**src/rtl/exc_return_unwinder.sv**
```systemverilog
module exc_return_unwinder #(
  parameter int VARIANT  = 2,
  parameter int AW       = 32,
  parameter int COST     = 20,
  parameter int VEC_PRIV = 8,
  parameter int VEC_FMT  = 14
) (
  input  logic          clk,
  input  logic          rst_n,
  input  logic          start,
  input  logic          supervisor,
  input  logic [AW-1:0] sp_in,
  output logic          mem_rd,
  output logic [AW-1:0] mem_addr,
  input  logic [15:0]   mem_rdata,
  output logic          busy,
  output logic          done,
  output logic          fault,
  output logic [7:0]    fault_vec,
  output logic [15:0]   sr_out,
  output logic [31:0]   pc_out,
  output logic [AW-1:0] sp_out,
  output logic [7:0]    cost
);
  typedef enum logic [2:0] {S_IDLE, S_FMT, S_SR, S_PCH, S_PCL, S_FWD} st_t;

  localparam logic [AW-1:0] W2 = AW'(2);
  localparam logic [AW-1:0] W6 = AW'(6);
  localparam logic [AW-1:0] W8 = AW'(8);

  st_t           st;
  logic [AW-1:0] sp;
  logic [3:0]    fmt;
  logic [15:0]   sr_tmp;
  logic [31:0]   pc_tmp;

  wire [3:0] fmt_rd = mem_rdata[15:12];
  wire       fmt_ok = (VARIANT == 1) ? (fmt_rd == 4'd0) : (fmt_rd <= 4'd2);
  wire       chain  = (VARIANT == 2) && (fmt == 4'd1);

  assign busy     = (st != S_IDLE);
  assign mem_rd   = busy;
  assign mem_addr = (st == S_FMT) ? sp + W6 : sp;

  always_ff @(posedge clk or negedge rst_n) begin
    if (!rst_n) begin
      st <= S_IDLE; sp <= '0; fmt <= '0; sr_tmp <= '0; pc_tmp <= '0;
      done <= 1'b0; fault <= 1'b0; fault_vec <= '0;
      sr_out <= '0; pc_out <= '0; sp_out <= '0; cost <= '0;
    end else begin
      done  <= 1'b0;
      fault <= 1'b0;
      case (st)
        S_IDLE: if (start) begin
          if (!supervisor) begin
            fault <= 1'b1; fault_vec <= 8'(VEC_PRIV); sp_out <= sp_in;
          end else begin
            sp  <= sp_in;
            fmt <= '0;
            st  <= (VARIANT == 0) ? S_SR : S_FMT;
          end
        end
        S_FMT: begin
          fmt <= fmt_rd;
          if (fmt_ok) st <= S_SR;
          else begin
            fault <= 1'b1; fault_vec <= 8'(VEC_FMT); sp_out <= sp; st <= S_IDLE;
          end
        end
        S_SR: begin
          if (chain) begin
            sr_out <= mem_rdata;
            sp     <= sp + W8;
            st     <= S_FMT;
          end else begin
            sr_tmp <= mem_rdata;
            sp     <= sp + W2;
            st     <= S_PCH;
          end
        end
        S_PCH: begin
          pc_tmp[31:16] <= mem_rdata;
          sp <= sp + W2;
          st <= S_PCL;
        end
        S_PCL: begin
          pc_tmp[15:0] <= mem_rdata;
          sp <= sp + W2;
          if (VARIANT == 0) begin
            done <= 1'b1; cost <= 8'(COST); sr_out <= sr_tmp;
            pc_out <= {pc_tmp[31:16], mem_rdata}; sp_out <= sp + W2;
            st <= S_IDLE;
          end else st <= S_FWD;
        end
        S_FWD: begin
          done <= 1'b1; cost <= 8'(COST); sr_out <= sr_tmp; pc_out <= pc_tmp;
          sp_out <= (VARIANT == 2 && fmt == 4'd2) ? sp + W6 : sp + W2;
          st <= S_IDLE;
        end
        default: st <= S_IDLE;
      endcase
    end
  end
endmodule

```
**config.mk**
```make
export PLATFORM = sky130hd
export DESIGN_NAME = exc_return_unwinder
export DESIGN_NICKNAME = d
export VERILOG_FILES = /design/src/rtl/exc_return_unwinder.sv
export SDC_FILE = /design/constraint.sdc
export NUM_CORES = 1
export LEC_CHECK = 0
export ABC_AREA = 1
export BUFFER_PORTS_ARGS = -buffer_cell sky130_fd_sc_hd__buf_2
export CAP_MARGIN = 20
export CORE_MARGIN = 5
export CORE_UTILIZATION = 53
export CTS_CLUSTER_SIZE = 30
export DETAILED_ROUTE_END_ITERATION = 12
export PLACE_DENSITY = 0.87
export SLEW_MARGIN = 10
export SYNTH_ARGS = -nofsm -noshare
export SYNTH_HDL_FRONTEND = slang
export SYNTH_SLANG_ARGS = --single-unit
```
**constraint.sdc**
```tcl
create_clock -name clk -period 4.7 [get_ports clk]
set_input_delay 0.94 -clock clk [delete_from_list [all_inputs] [get_ports clk]]
set_output_delay 0.94 -clock clk [all_outputs]
set_load 0.01 [all_outputs]
```
# Word-level counts from Yosys, hierarchy flattened
# Cells that the tools add are included.
[word_totals]
latchBits = 0
rom_bits = 0
output_inout_bits = 132
inputBits = 52
ramBits = 0
elab_cells = 73
regBits = 178
memories = 0
[classes]
n_bitwise = 1
n_eq_ne = 12
n_div = 0
muxes = 29
multipliers = 0
n_lt_le_gt_ge = 1
add_sub_neg = 3
reduce_logical = 14
n_shift = 0
[ops]
columns = ["op", "n"]
rows = [
  ["2-to-1 mux 32 bit", 8],
  ["case mux 32 bit (3 select lines)", 2],
  ["adder 32 x 2 -> 32 bit, second input constant", 1],
  ["adder 32 x 3 -> 32 bit, second input constant", 1],
  ["adder 32 x 4 -> 32 bit, second input constant", 1],
  ["case mux 16 bit (2 select lines)", 1],
  ["2-to-1 mux 8 bit", 3],
  ["2-to-1 mux 16 bit", 1],
  ["case mux 8 bit (2 select lines)", 1],
  ["case mux 3 bit (5 select lines)", 1],
  ["inequality test 2 bit, second input constant", 5],
  ["nonzero test 3 bit", 3],
  ["2-to-1 mux 4 bit", 2],
  ["case mux 4 bit (2 select lines)", 1],
  ["AND reduction 4 bit", 2],
  ["== test 3 x 2 -> 1 bit, second input constant", 2],
  ["== test 3 bit, second input constant", 2],
  ["2-to-1 mux 3 bit", 2],
  ["AND reduction 2 bit", 3],
  ["AND reduction 3 bit", 2],
  ["== test 4 x 1 -> 1 bit, second input constant", 1],
  ["== test 4 x 2 -> 1 bit, second input constant", 1],
  ["less-or-equal comparator 4 x 2 -> 1 bit, second input constant", 1],
  ["2-to-1 mux 1 bit", 4],
  ["other kinds (7)", 9],
]

# Longest topological paths before layout
[logic_depth]
depth_word = 4
depth_mapped = 13

# Worst setup path after synthesis
# No wires, ideal clock.
[synth_timing]
kind = "register to output"
from = "reg sp[1]"
to = "out mem_addr[31]"
t_arrival_ns = 1.741
slack_ns = 2.019
required_ns = 3.760
path_stages_with_launch = 11
path_cell_list = "dfrtp_1 > inv_1 > ha_1 > inv_1 > nand2_1 > nor2_1 > inv_1 > nor2_1 > nand3_1 > nand3_1 > o21ai_0"
[synth_between]
elab_chain_cells = 2
[synth_lines]
columns = ["element", "line_no", "text"]
rows = [
  ["from (decl)", "32", "logic [AW-1:0] sp;"],
  ["from (signal assigned)", "58", "sp <= sp_in;"],
  ["from (signal assigned)", "73", "sp <= sp + W8;"],
  ["from (signal assigned)", "77", "sp <= sp + W2;"],
  ["adder 32 x 3 -> 32 bit", "43", "assign mem_addr = (st == S_FMT) ? sp + W6 : sp;"],
  ["2-to-1 mux 32 bit", "43", ""],
  ["to (decl)", "14", "output logic [AW-1:0] mem_addr,"],
]
# No other way between the ends.

# Final worst setup path
[layout_timing]
from = "reg st[1]"
to = "out mem_addr[5]"
[layout_between]
elab_chain_cells = 2
[layout_lines]
columns = ["element", "line_no", "text"]
rows = [
  ["from (decl)", "31", "st_t st;"],
  ["from (signal assigned)", "60", "st <= (VARIANT == 0) ? S_SR : S_FMT;"],
  ["== test 3 x 1 -> 1 bit", "43", ""],
  ["2-to-1 mux 32 bit", "43", ""],
]
# No other way between the ends.

==> impl_metrics.csv <==
group,metric,value,unit
floorplan,dieHeight,149,um
synth,muxShareOfSynthArea,0,
synth,synthCells,1501,
critical_path,slowest_delay,610,ps
synth,synthAdderAreaFrac,0.00488,
sta,slew_headroom,0.258,
route,viasPerCell,5.65,
global_route,grt_pass1_wl,52.3,mm
synth,yosysSeqAreaShare,0.419,
sta,worstMarginPinSlew,1110,ps
flow_run,cap_violations,0,
power_and_ir_drop,p_leak,5.91,nW
place,place_area,0.0111,mm^2
sta,whs,467,ps
synth,synth_compound_area_frac,0.118,
global_route,use_met2,0.468,
critical_path,critPathMaxFanout,44,
layout,drive_above_1_share,0.151,
cts,cts_buffers,17,
sta,timing.final.crit_share,0.824,
floorplan,ios,184,
cts,clockBufferDepth,2,
cts,htreeDepth,4,
route,drc,0,
global_route,grt-ovfl-total,0,
power_and_ir_drop,power.density,783,mW/mm^2
global_route,met1_usage,0.394,
cts,cts_resized,0,
layout,syn_to_final_growth,14.5,%
cts,insertion_delay,440,ps
layout,mostFrequentLayoutCells,"nand2_1, nand3_1, dfrtp_1, buf_2",
synth,synth.ff_latch_count,172,
sta,clock.fmax,258,MHz
layout,design_area,0.0118,mm^2
power_and_ir_drop,totalPowerFinal,9.21,mW
synth,ys_async_sr_fraction,1.00,
critical_path,worstPathCellList,"nor2_1, inv_2, nor2_4, inv_2, o21ai_0, buf_2",
synth,netlist_area,0.0103,mm^2
route,wl_per_cell,17.1,um
route,firstDrtPassIters,5,
critical_path,cp.arrival,2930,ps
sta,worst_slack,828,ps
critical_path,critPathTopFamily,"buffers and inverters",
cts,cts_hold_buf,0,
critical_path,path_class,"reg -> out",
outcome,status,"complete, no violations",
global_route,antenna_found_initial,1,
synth,synthDistinctLibCells,32,
layout,layout_commonest_cell,"nand2_1",
floorplan,die_width,149,um
sta,rsz0062_at_grt,"no",
sta,setup_viol,0,
place,gp_congestion,1.00,
synth,yosys.area_share.simple,0.352,
floorplan,dieArea,0.0223,mm^2
place,portBuffers,172,
power_and_ir_drop,peakVddDrop,0.386,mV
sta,finalHoldViolCount,0,
synth,synth_edf_count,0,
critical_path,crit_top_cell,"inv_2",
route,drt_iter0_markers,872,
critical_path,start_kind,"register",
critical_path,critPathBufInv,3,
floorplan,core_area,0.0193,mm^2
cts,root_buffer,"clkbuf_16",
worst_hold_path,min_path_type,"in -> async",
place,place_ws,1350,ps
cts,clkSinkCount,172,
place,place_hpwl,22.4,mm
cts,postCtsSetupRepairBufs,0,
synth,yosysWarnings,0,
global_route,grt_busiest_layer,"met2",
floorplan,rows,51,
synth,synth_top_family_by_area,"simple AND/OR/NAND/NOR gates",
critical_path,slowest_stage,"nor2_4",
global_route,gr-usage-met3,0.0428,
synth,synth_flop_cell,"dfrtp_1",
sta,skew,12.1,ps
synth,synth_xor_area_frac,0.0188,
route,vias,10700,
sta,final_max_slew_viol_count,0,
route,ant_nets,0,
sta,finalCriticalPeriod,3870,ps
cts,cts.clk_slew.worst_paths,80,ps
route,routed_wl,32.6,mm
global_route,grt_usage,0.295,
critical_path,crit_path_end_kind,"primary output",
global_route,grt_pass1_vias,10200,
floorplan,start_util,0.533,
critical_path,worst_ep_required_time,3760,ps
global_route,grt_max_degree,117,
cts,tritoncts,"done",
layout,nets,1680,
sta,setup_tns,0,ps
synth,syn_avg_cell_area,6.84,um^2
==> power breakdown <==
group | switching, mW | internal (mW)
Combinational | 3.30 | 1.63
Sequential | 0.651 | 2.24
Clock | 0.678 | 0.707
Total | 4.62 | 4.58
==> worst register-to-register path, stage by stage, from the launching register on <==
cell	delay, ps
dfrtp_1	430
inv_2	190
nand3_2	520
nand2_2	470
inv_2	110
nand2_1	820
inv_1	340
o21ai_0	240
nand2_1	70
o21ai_0	80
==> cells by family after synthesis <==
logic type,after synthesis
AO/OA/AOI/OAI,222
AND/OR/NAND/NOR,877
adder cells (fa/ha/maj),4
other,1
flip-flops,172
buffers and inverters,203
XOR/XNOR,22
==> final timing paths <==
path,from,to,slack (ps),depth (start not counted)
max,st[1],mem_addr[5],830,6
min reg2reg,pc_out[5],pc_out[5],470,2
min,rst_n,pc_out[20],470,1
min in group clk,pc_out[5],pc_out[5],470,2
max in group asynchronous,rst_n,sp[15],3520,2
max reg2reg,st[2],sp[9],1340,9
==> layer usage <==
| layer | wire length [um] | vias to the layer above |
|---|---|---|
| met4 | 1530 | 0 |
| met2 | 15100 | 629 |
| met1 | 13000 | 4923 |
| met3 | 3060 | 117 |
| li1 | - | 5078 |
| met5 | 0 | - |
==> synthesized netlist by cell type, drive strengths merged (6+ instances only) <==
cell type | count | area (um^2)
o211ai | 6 | 45.0
nor2 | 136 | 568
clkbuf | 30 | 113
xor2 | 21 | 184
nand3 | 182 | 926
o22ai | 27 | 169
a31oi | 21 | 131
buf | 59 | 343
o21ai | 127 | 636
a21oi | 31 | 155
inv | 114 | 428
dfrtp | 172 | 4300
nand2 | 550 | 2070
==> layout make-up <==
| class | count | area (um^2) |
|---|---|---|
| clock inverters | 14 | 149 |
| inverters | 114 | 428 |
| diodes | 1 | 2.50 |
| well taps | 265 | 332 |
| flip-flops and latches | 172 | 4300 |
| repair buffers | 183 | 995 |
| fillers | 1806 | 7520 |
| multi-input cells | 1136 | 5120 |
| clock buffers | 18 | 429 |
==> sequential cells by signal (all words and copies together), names as in the netlist <==
signal and count:
pc_tmp 32, done 1, sr_out 16, fault_vec 2
fmt 4, sr_tmp 16, cost 1, st 3
pc_out 32, sp 32, fault 1, sp_out 32
==> through the flow <==
step / utilization / cells
final: 0.610 / 1903
after CTS: 0.607 / 1900
after global routing: 0.610 / 1903
after floorplan: - / 1511
after detailed placement: 0.577 / 1868
after global placement: 0.577 / 1868
(Power assumes the default switching activity.)
